### config.mk
export PLATFORM = sky130hd
export DESIGN_NAME = pinbank_ctrl
export DESIGN_NICKNAME = d
export VERILOG_FILES = /design/src/rtl/pinbank_pkg.sv /design/src/rtl/pinbank_sync.sv /design/src/rtl/pinbank_edge.sv /design/src/rtl/pinbank_keyguard.sv /design/src/rtl/pinbank_ctrl.sv
export SDC_FILE = /design/constraint.sdc
export NUM_CORES = 2
export LEC_CHECK = 0
export CELL_PAD_IN_SITES_DETAIL_PLACEMENT = 1
export CELL_PAD_IN_SITES_GLOBAL_PLACEMENT = 1
export CORE_ASPECT_RATIO = 0.8
export CORE_UTILIZATION = 35
export CTS_CLUSTER_SIZE = 12
export DETAILED_ROUTE_END_ITERATION = 8
export PLACE_DENSITY_LB_ADDON = 0.25
export SYNTH_ARGS = -nofsm -noshare
export SYNTH_HDL_FRONTEND = slang
export SYNTH_SLANG_ARGS = --single-unit
### constraint.sdc
create_clock -name clk -period 3.8 [get_ports clk]
set_clock_uncertainty 0.2 [all_clocks]
set_input_delay 0.57 -clock clk [delete_from_list [all_inputs] [get_ports clk]]
set_output_delay 0.57 -clock clk [all_outputs]
set_load 0.02 [all_outputs]
### src/rtl/pinbank_pkg.sv
package pinbank_pkg;
    localparam int ADDR_W = 12;
    localparam int BANK_BITS = 32;
    localparam logic [31:0] UNLOCK_KEY = 32'h00A5_A501;
    localparam logic [ADDR_W-1:0] CTRL_BASE = 12'h100;
    localparam logic [ADDR_W-1:0] LOCK_BASE = 12'h500;
    localparam logic [ADDR_W-1:0] UNLOCK_ADDR = 12'h520;

    // Group selector is address bits 7:5 below 0x100
    typedef enum logic [2:0] {
        GRP_OUT_STATE = 3'd0,
        GRP_IN_STATE  = 3'd1,
        GRP_OUT_SET   = 3'd2,
        GRP_OUT_CLR   = 3'd3,
        GRP_INT_STAT  = 3'd4,
        GRP_INT_MASK  = 3'd5,
        GRP_MASK_CLR  = 3'd6,
        GRP_SPARE     = 3'd7
    } grp_e;

    // Trigger encoding: bit0 = rising, bit1 = falling
    localparam logic [1:0] TRIG_NONE = 2'd0;

    typedef struct packed {
        logic [3:0] deb;
        logic [1:0] trig;
        logic       dir;
    } pin_cfg_t;
endpackage

### src/rtl/pinbank_sync.sv
module pinbank_sync #(
    parameter int N = 64
) (
    input  logic         clk,
    input  logic         rst_n,
    input  logic [N-1:0] raw,
    output logic [N-1:0] lvl,
    output logic [N-1:0] prev
);
    typedef struct packed {
        logic [N-1:0] s1;
        logic [N-1:0] s2;
        logic [N-1:0] s3;
    } sync_t;

    sync_t st_d, st_q;

    always_comb begin
        st_d    = st_q;
        st_d.s1 = raw;
        st_d.s2 = st_q.s1;
        st_d.s3 = st_q.s2;
    end

    always_ff @(posedge clk or negedge rst_n) begin
        if (!rst_n) st_q <= '0;
        else        st_q <= st_d;
    end

    assign lvl  = st_q.s2;
    assign prev = st_q.s3;
endmodule

### src/rtl/pinbank_edge.sv
module pinbank_edge #(
    parameter int N = 64
) (
    input  logic [N-1:0]   lvl,
    input  logic [N-1:0]   prev,
    input  logic [2*N-1:0] trig,
    output logic [N-1:0]   hit
);
    for (genvar p = 0; p < N; p++) begin : g_pin
        logic rise, fall;
        assign rise   = lvl[p] & ~prev[p];
        assign fall   = ~lvl[p] & prev[p];
        assign hit[p] = (trig[2*p] & rise) | (trig[2*p+1] & fall);
    end
endmodule

### src/rtl/pinbank_keyguard.sv
module pinbank_keyguard (
    input  logic clk,
    input  logic rst_n,
    input  logic wr_en,
    input  logic at_unlock,
    input  logic key_ok,
    output logic armed
);
    typedef struct packed {
        logic armed;
    } key_t;

    key_t st_d, st_q;

    always_comb begin
        st_d = st_q;
        if (wr_en) st_d.armed = at_unlock & key_ok;
    end

    always_ff @(posedge clk or negedge rst_n) begin
        if (!rst_n) st_q <= '0;
        else        st_q <= st_d;
    end

    assign armed = st_q.armed;
endmodule

### src/rtl/pinbank_ctrl.sv
module pinbank_ctrl
    import pinbank_pkg::*;
#(
    parameter int NUM_BANKS = 2
) (
    input  logic                           clk,
    input  logic                           rst_n,
    input  logic                           req_valid,
    input  logic                           req_write,
    input  logic [ADDR_W-1:0]              req_addr,
    input  logic [31:0]                    req_wdata,
    output logic [31:0]                    rsp_rdata,
    input  logic [NUM_BANKS*BANK_BITS-1:0] pin_in,
    output logic [NUM_BANKS*BANK_BITS-1:0] pin_out,
    output logic [NUM_BANKS*BANK_BITS-1:0] pin_oe,
    output logic                           irq
);
    localparam int NPINS = NUM_BANKS * BANK_BITS;
    localparam int PIN_W = $clog2(NPINS);
    localparam int CTRL_END = 32'h100 + NPINS * 4;

    typedef struct packed {
        logic [NPINS-1:0]           out;
        logic [NPINS-1:0]           lock;
        logic [NPINS-1:0]           stat;
        logic [NPINS-1:0]           mask;
        pin_cfg_t [NPINS-1:0]       cfg;
        logic [31:0]                rdata;
    } state_t;

    state_t st_d, st_q;

    logic [NPINS-1:0]   in_lvl, in_prev, edge_hit;
    logic [2*NPINS-1:0] trig_vec;
    logic               armed;
    logic               wr, rd, aligned;
    logic               bank_hit, lock_hit, ctrl_hit, unlock_hit;
    grp_e               grp;
    logic [2:0]         bsel;
    logic [PIN_W-1:0]   ctrl_pin;
    logic [31:0]        rd_word;

    // Address decode
    assign wr         = req_valid & req_write;
    assign rd         = req_valid & ~req_write;
    assign aligned    = (req_addr[1:0] == 2'b00);
    assign grp        = grp_e'(req_addr[7:5]);
    assign bsel       = req_addr[4:2];
    assign bank_hit   = aligned && (req_addr[11:8] == 4'h0);
    assign lock_hit   = aligned && (req_addr[11:5] == LOCK_BASE[11:5]);
    assign unlock_hit = aligned && (req_addr == UNLOCK_ADDR);
    assign ctrl_hit   = aligned && (req_addr >= CTRL_BASE) &&
                        ({20'd0, req_addr} < 32'(CTRL_END));
    assign ctrl_pin   = PIN_W'((req_addr - CTRL_BASE) >> 2);

    pinbank_sync #(.N(NPINS)) u_sync (
        .clk  (clk),
        .rst_n(rst_n),
        .raw  (pin_in),
        .lvl  (in_lvl),
        .prev (in_prev)
    );

    for (genvar p = 0; p < NPINS; p++) begin : g_trig
        assign trig_vec[2*p +: 2] = st_q.cfg[p].trig;
        assign pin_oe[p]          = ~st_q.cfg[p].dir;
    end

    pinbank_edge #(.N(NPINS)) u_edge (
        .lvl (in_lvl),
        .prev(in_prev),
        .trig(trig_vec),
        .hit (edge_hit)
    );

    pinbank_keyguard u_key (
        .clk      (clk),
        .rst_n    (rst_n),
        .wr_en    (wr),
        .at_unlock(unlock_hit),
        .key_ok   (req_wdata == UNLOCK_KEY),
        .armed    (armed)
    );

    always_comb begin
        st_d    = st_q;
        rd_word = '0;

        for (int b = 0; b < NUM_BANKS; b++) begin
            if (bank_hit && bsel == 3'(b)) begin
                unique case (grp)
                    GRP_OUT_STATE: rd_word = st_q.out[b*32 +: 32];
                    GRP_IN_STATE:  rd_word = in_lvl[b*32 +: 32];
                    GRP_INT_STAT:  rd_word = st_q.stat[b*32 +: 32];
                    GRP_INT_MASK,
                    GRP_MASK_CLR:  rd_word = st_q.mask[b*32 +: 32];
                    default:       rd_word = '0;
                endcase
                if (wr) begin
                    unique case (grp)
                        GRP_OUT_SET:
                            st_d.out[b*32 +: 32] = st_q.out[b*32 +: 32] |
                                (req_wdata & ~st_q.lock[b*32 +: 32]);
                        GRP_OUT_CLR:
                            st_d.out[b*32 +: 32] = st_q.out[b*32 +: 32] &
                                ~(req_wdata & ~st_q.lock[b*32 +: 32]);
                        GRP_INT_STAT:
                            st_d.stat[b*32 +: 32] = st_q.stat[b*32 +: 32] & ~req_wdata;
                        GRP_INT_MASK:
                            st_d.mask[b*32 +: 32] = st_q.mask[b*32 +: 32] | req_wdata;
                        GRP_MASK_CLR:
                            st_d.mask[b*32 +: 32] = st_q.mask[b*32 +: 32] & ~req_wdata;
                        default: ;
                    endcase
                end
            end
            if (lock_hit && bsel == 3'(b)) begin
                rd_word = st_q.lock[b*32 +: 32];
                if (wr && armed) st_d.lock[b*32 +: 32] = req_wdata;
            end
        end

        for (int p = 0; p < NPINS; p++) begin
            if (ctrl_hit && ctrl_pin == PIN_W'(p)) begin
                rd_word = {23'd0, st_q.cfg[p].deb, st_q.cfg[p].trig, 2'b00, st_q.cfg[p].dir};
                if (wr && !st_q.lock[p]) begin
                    st_d.cfg[p].deb  = req_wdata[8:5];
                    st_d.cfg[p].trig = req_wdata[4:3];
                    st_d.cfg[p].dir  = req_wdata[0];
                end
            end
        end

        // Edge capture after the clear so a same-cycle edge survives
        st_d.stat = st_d.stat | edge_hit;

        if (rd) st_d.rdata = rd_word;
    end

    always_ff @(posedge clk or negedge rst_n) begin
        if (!rst_n) begin
            st_q      <= '0;
            st_q.lock <= '1;
            for (int p = 0; p < NPINS; p++) begin
                st_q.cfg[p] <= '{deb: 4'd0, trig: TRIG_NONE, dir: 1'b1};
            end
        end else begin
            st_q <= st_d;
        end
    end

    assign pin_out   = st_q.out;
    assign rsp_rdata = st_q.rdata;
    assign irq       = |(st_q.stat & ~st_q.mask);
endmodule

==> After elaboration in Yosys (flattened, before gate mapping) <==
Index checks and enable logic that the tools add are counted.
{ "word_totals": {"ff_bits": 929, "in_bits": 112, "elab_cells": 1177} }
{ "classes": {"add_sub_neg": 1, "n_lt_le_gt_ge": 2, "eq_ne": 73, "muxes": 80, "bitwise_logic": 536, "n_reduce_logical": 281} }
{ "op_table": {"columns": ["op", "count"], "rows": [
  ["$mux 32", 74],
  ["$and 1x1->1", 259],
  ["$and 32x32->32", 8],
  ["$pmux 32 s2", 4],
  ["$pmux 32 s4", 2],
  ["$not 1->1", 193],
  ["$eq 6x6->1 const B", 32],
  ["$not 32->32", 5],
  ["$logic_and 1x1->1", 138],
  ["$reduce_and 2->1", 66],
  ["$or 32x32->32", 4],
  ["$eq 6x5->1 const B", 16],
  ["$and 64x64->64", 1],
  ["$logic_not 1->1", 64],
  ["$not 64->64", 1],
  ["$or 1x1->1", 64],
  ["$or 64x64->64", 1],
  ["$reduce_or 64->1", 1],
  ["$eq 6x4->1 const B", 8],
  ["$eq 32x24->1 const B", 1],
  ["$eq 6x3->1 const B", 4],
  ["$eq 12x11->1 const B", 1],
  ["$eq 6x2->1 const B", 2],
  ["$ge 12x9->1 const B", 1],
  ["other kinds (14)", 23]
]} }

==> Logic depth before layout (Yosys ltp) <==
{ "depth": {"depth_word": 71, "ltp_mapped": 14, "depth_no_buf": 9} }

==> Modules after synthesis <==
A second synthesis with hierarchy kept.
{ "hier_totals": {"cells_unflattened": 4205, "area_unflattened_um2": 46213.1} }
{ "modules_own_cells": {"columns": ["module", "n_inst", "cells_per_inst", "area_each_um2", "seq_area_each_um2"], "rows": [
  ["pinbank_ctrl", 1, 3753, 39608.0, 18577.8],
  ["pinbank_sync", 1, 256, 5285.1, 4804.6],
  ["pinbank_edge", 1, 192, 1281.2, 0.0],
  ["pinbank_keyguard", 1, 4, 38.8, 25.0]
]} }

==> Worst setup path after synthesis <==
Ideal clock, no wire load.
{ "synth_path": {"kind": "in2reg", "from": "in req_addr[5]", "to": "reg st_q (netlist bit rsp_rdata[19])", "setup_time_ps": 133, "t_arrival_ps": 2821, "t_required_ps": 3467, "slack_ps": 646, "stages": 10, "path_buffers": 5, "cell_sequence": "buf_2 buf_2 buf_2 buf_2 buf_2 mux4_2 a22oi_1 o22ai_1 a221oi_1 o21ai_0"} }
{ "synth_via": {"elab_chain_cells": 71, "word_cells_on_any_way": 213, "classes_between": "add/sub (1); order compare (2); eq/ne (68); mux (70); reduce/logical (72)"} }
{ "synth_rtl": {"columns": ["item", "line_no", "rtl"], "rows": [
  ["start: declaration", "pinbank_ctrl.sv:10", "input logic [ADDR_W-1:0] req_addr,"],
  ["$eq 3x3->1", "pinbank_ctrl.sv:91", "unique case (grp)"],
  ["$reduce_or 2->1", "pinbank_ctrl.sv:91", null],
  ["$pmux 32 s4", "pinbank_ctrl.sv:91", null],
  ["$mux 32", "pinbank_ctrl.sv:90", "if (bank_hit && bsel == 3'(b)) begin"],
  ["$mux 32", "pinbank_ctrl.sv:117", "if (lock_hit && bsel == 3'(b)) begin"],
  ["$mux 32", "pinbank_ctrl.sv:90", null],
  ["$mux 32", "pinbank_ctrl.sv:117", null],
  ["$mux 32 (63 in series)", "pinbank_ctrl.sv:124", "if (ctrl_hit && ctrl_pin == PIN_W'(p)) begin"],
  ["$mux 32 (*)", "pinbank_ctrl.sv:124", null],
  ["end signal: assignment", "pinbank_ctrl.sv:148", "st_q <= st_d;"],
  ["end: declaration", "pinbank_ctrl.sv:31", "state_t st_d, st_q;"]
]} }
Every way passes the cells marked *; elsewhere a longest branch is shown, timed or not.
A chain may end at the register's enable or synchronous reset.

==> Worst setup path in the final report <==
{ "layout_path": {"from": "reg st_q[565] in the netlist's numbering", "to": "out irq"} }
{ "layout_via": {"elab_chain_cells": 2} }
{ "layout_rtl": {"columns": ["item", "line_no", "rtl"], "rows": [
  ["$and 64x64->64", "pinbank_ctrl.sv:154", "assign irq = |(st_q.stat & ~st_q.mask);"],
  ["$reduce_or 64->1", "pinbank_ctrl.sv:154", null],
  ["end: declaration", "pinbank_ctrl.sv:16", "output logic irq"]
]} }
Every way passes these cells.

==> reports/summary.md <==
The floorplan has 116 rows. Clock-pin slew was measured on the worst setup and hold paths at 0.06 ns. From left edge to right edge, the die measures 400 microns.

The run gives 0 as the number of hold violations in the final report. In this run the cell area of the synthesized design comes to 44400 sq um. The count of input and output buffers came out at 272. STA classifies the critical path endpoint as an output pin. The worst setup path is launched from a flop. At the placement stage, the worst setup path has a slack of -1.04 ns. 273 I/O pins were placed. The number of synthesized register bits was 929; the met2 track demand over resource in global routing was 52.8%. Setup repair after global routing left no endpoint under its margin.

The leakage component of the power came out at 25.3 nW. The cell count after synthesis came out at 4021. For this run, asynchronously set or reset flops after synthesis account for 100%. The violation count after the first detailed-route iteration was 4886. The cell depth of the worst hold path came out at 1. Summing the sequential cell areas from Yosys gives 52.7% of the chip area.

The worst register-to-register path ends at rsp_rdata[0]. On the worst path, the slowest cell contributes a delay of 0.56 ns. Setup violations remaining at the end of the flow were counted as 0. The tools report the number of antenna violations at the first check in global routing as 11.

For the via count of the first global-routing pass, the log shows 39400. Counting distinct cell types in the post-synthesis netlist gives 81. Power comes to 22.0 mW. Cells fill 45.2% of the core in the end.

The tools report the start point of the worst hold path as pin_in[26]. Clock latency on the worst-skew pair, taken at its later pin, is 0.75 ns. For this block, the via count after detailed routing is 39600. The number of cells traversed by the worst register-to-register path is 9, and the number of nets in the layout is 4834. The run gives 56700 sq um as the cell area after layout. For the standard cell core area, the log shows 125000 sq um. TritonCTS built the clock tree.

For the total clock sinks, the log shows 929. Setup slack on the worst reg-to-reg path comes out at 0.06 ns. The tools report the hold path endpoint as u_sync.st_d[90]. The most critical setup path has its startpoint at st_q[565]. The logs give 0.0531 ns for the setup slack of the critical path after layout and 53200 sq um for the instance area at placement. Data on the critical path is required at its endpoint by 3.03 ns. met2 is the most crowded layer. The pre-antenna-repair detailed-routing pass consisted of 7 iterations. The worst-case headroom to the max-slew limit was 32.2%; the met3 routing resource usage after global routing was 8.55%.

The average instance in the mapped netlist occupies 11.0 sq um. In the final timing run, aggregate negative setup slack is 0 ns. In this design, the largest share of critical-path delay is due to simple AND/OR/NAND/NOR gates. The run gives 13500 as the fill cell instance count of the final layout. After detailed routing, the number of remaining DRC violations is 0. Counting the buffers created by CTS gives 99. For the pin with the worst max-slew slack, the measured transition is 1.01 ns. The critical path contains buffers and inverters numbering 2 combined.

The tools report the total wire length after detailed routing as 233000 microns. The largest net degree at the start of global routing is 146. Across the run, the number of max-cap violations was 0. Routability-driven placement finished with a final weighted congestion of 1.01.

The run gives 179000 microns as the half-perimeter wire length of the detailed placement result. The root buffer cell is sky130_fd_sc_hd__clkbuf_16. The final max-slew violation count was 0; the maximum vdd ir drop was 0.353 mV. The clock period could shrink to 3.75 ns.

Class of the most critical setup path: flop to output pin. The per-cell routed wire length was 36.1 microns; the share of cells above drive strength 1 was 33.7%. The detail route stage leaves a number of antenna-violating nets equal to 0. The total overflow left after global routing is 0. The depth of the CTS H-tree is 3.

The largest individual stage delay along the critical path comes from the cell sky130_fd_sc_hd__a221oi_1. Die boundary height: 321 microns. For this run, the number of Yosys warnings is 0. The die covers 128000 sq um. At the worst endpoint, the arrival time is 2.98 ns. The worst register-to-register path begins at u_sync.lvl[0]. In this run the worst path has a maximum fanout of 3.

The tools report the peak clock frequency supported by timing as 267 MHz. Traced cell by cell, the critical path runs through inv_1, o22ai_1, a221oi_1, nand4_1, or4_4, dlygate4sd2_1. The deepest clock path buffer count is 3, and the total power density per cell area is 389 nW/um^2. Yosys mapped a number of flops with a built-in enable equal to 0. The path class of the lowest-slack min-delay path was primary input to flop. The number of vias per cell after detailed routing was 6.13; the met1 routing resource usage after global routing was 52.7%. The flow ran to the end, and the final reports show no timing, DRC or antenna violations. Global routing usage summed across all routing layers: 36.2%. The fraction of the cycle the final worst path needs came out at 98.6%. For this configuration, the core starts out at a cell density of 35.4%.

The first global-routing pass estimated 325000 microns of wire. The run gives 4133 as the post-synthesis net count. Relative to the synthesized area, the layout overhead comes to 27.8%. For this run, the leading register cell type out of synthesis is sky130_fd_sc_hd__dfrtp_1.
==> cells in the final DEF (no fill, tap or decap), drive strengths merged, types with 70 or more instances in the layout <==
master / count
dfrtp: 801
buf: 713
mux2: 469
nand2: 414
clkdlybuf4s50: 258
a21oi: 215
o21ai: 189
nor2: 187
clkbuf: 164
o22ai: 146
inv: 142
dfstp: 128
nor3: 100
a22oi: 93
a31oi: 77
nand3: 70
==> worst max-delay path by stage <==
stage	endpoint	slack, ns	cells past startpoint
2_1_floorplan	rsp_rdata[19]	0.65	10
3_3_place_gp	rsp_rdata[6]	-1.17	14
3_5_place_dp	rsp_rdata[6]	-1.04	14
4_1_cts	rsp_rdata[0]	0.05	9
5_1_grt	irq	0.002	7
6_report	irq	0.05	6
==> repair_timing <==
item | CTS | global route
pin swaps | 0 | 1
hold buffers | 1 | 0
setup buffers | 0 | 0
hold endpoints to repair | 131 | 0
setup endpoints to repair | 3 | 4
resized for setup | 6 | 9
==> worst register-to-register path, delay by kind of cell (launching register included) <==
| kind | cells | cell delay, ns |
|---|---|---|
| AO/OA/AOI/OAI | 7 | 1.91 |
| flip-flops | 1 | 0.51 |
| multiplexers | 1 | 0.53 |
| AND/OR/NAND/NOR | 1 | 0.46 |
==> Yosys cell counts (all sizes together), types with 11 or more instances <==
| library cell | instances | share of area, % |
|---|---|---|
| a22oi | 93 | 1.6 |
| mux2i | 25 | 0.56 |
| nor3b | 69 | 1.2 |
| dfstp | 128 | 7.6 |
| nand4 | 25 | 0.35 |
| nand3 | 70 | 0.79 |
| clkbuf | 201 | 1.7 |
| nand3b | 12 | 0.20 |
| a211oi | 17 | 0.29 |
| mux4 | 64 | 3.2 |
| nor2 | 187 | 1.6 |
| a221oi | 64 | 1.3 |
| a31oi | 77 | 1.1 |
| inv | 139 | 1.2 |
| or3 | 20 | 0.28 |
| buf | 172 | 2.5 |
| or4 | 11 | 0.19 |
| a21oi | 215 | 2.4 |
| o2111ai | 16 | 0.32 |
| mux2 | 469 | 12 |
| o221ai | 19 | 0.37 |
| dfrtp | 801 | 45 |
| a21o | 57 | 0.96 |
| nor2b | 17 | 0.24 |
| o22ai | 146 | 2.1 |
| o211ai | 32 | 0.54 |
| o21ai | 189 | 2.1 |
| nor4 | 31 | 0.65 |
| nand2 | 414 | 3.5 |
| nor3 | 100 | 1.5 |
==> power breakdown <==
group          switching (mW)  total, mW  internal [mW]
Sequential              0.190       10.2           10.0
Clock                    4.40       10.2           5.83
Combinational            1.06       1.58          0.521
==> cells by family (layout without fill, tap and decap cells) <==
family                    after synthesis  after routing  synth area share (%)
xor gates and xnor gates                1              1                0.0197
muxes                                 558            558                  15.7
other                                   0              4                     0
DFF                                   929            929                  52.7
and+or+nand+nor                      1013           1013                  11.5
AOI/OAI and AO/OA                    1007           1007                  14.7
buffers and inverters                 513           1300                  5.34
==> layer usage <==
metal | share of wire [%] | wire length, microns
met1 | 44 | 103000
met3 | 9.2 | 21400
met2 | 43 | 99800
met5 | 0.024 | 56
met4 | 3.6 | 8430
==> stage by stage <==
step	cells	hold WS, ns
floorplan	4021	0.0744
global placement	6272	0.134
detailed placement	6272	0.136
CTS	6460	0.0224
global route	6460	0.0474
finish	6464	0.0567
==> final cells by class <==
class | count | area (sq um) | share of cell area, %
clock buffer | 164 | 3050 | 5.37
inverter | 140 | 526 | 0.927
sequential | 929 | 23400 | 41.3
tap | 1652 | 2070 | 3.65
antenna | 4 | 10.0 | 0.0177
clock inverter | 23 | 334 | 0.589
multi-input combinational | 2579 | 18800 | 33.1
timing repair buffer | 973 | 8560 | 15.1
(Power assumes the default switching activity.)
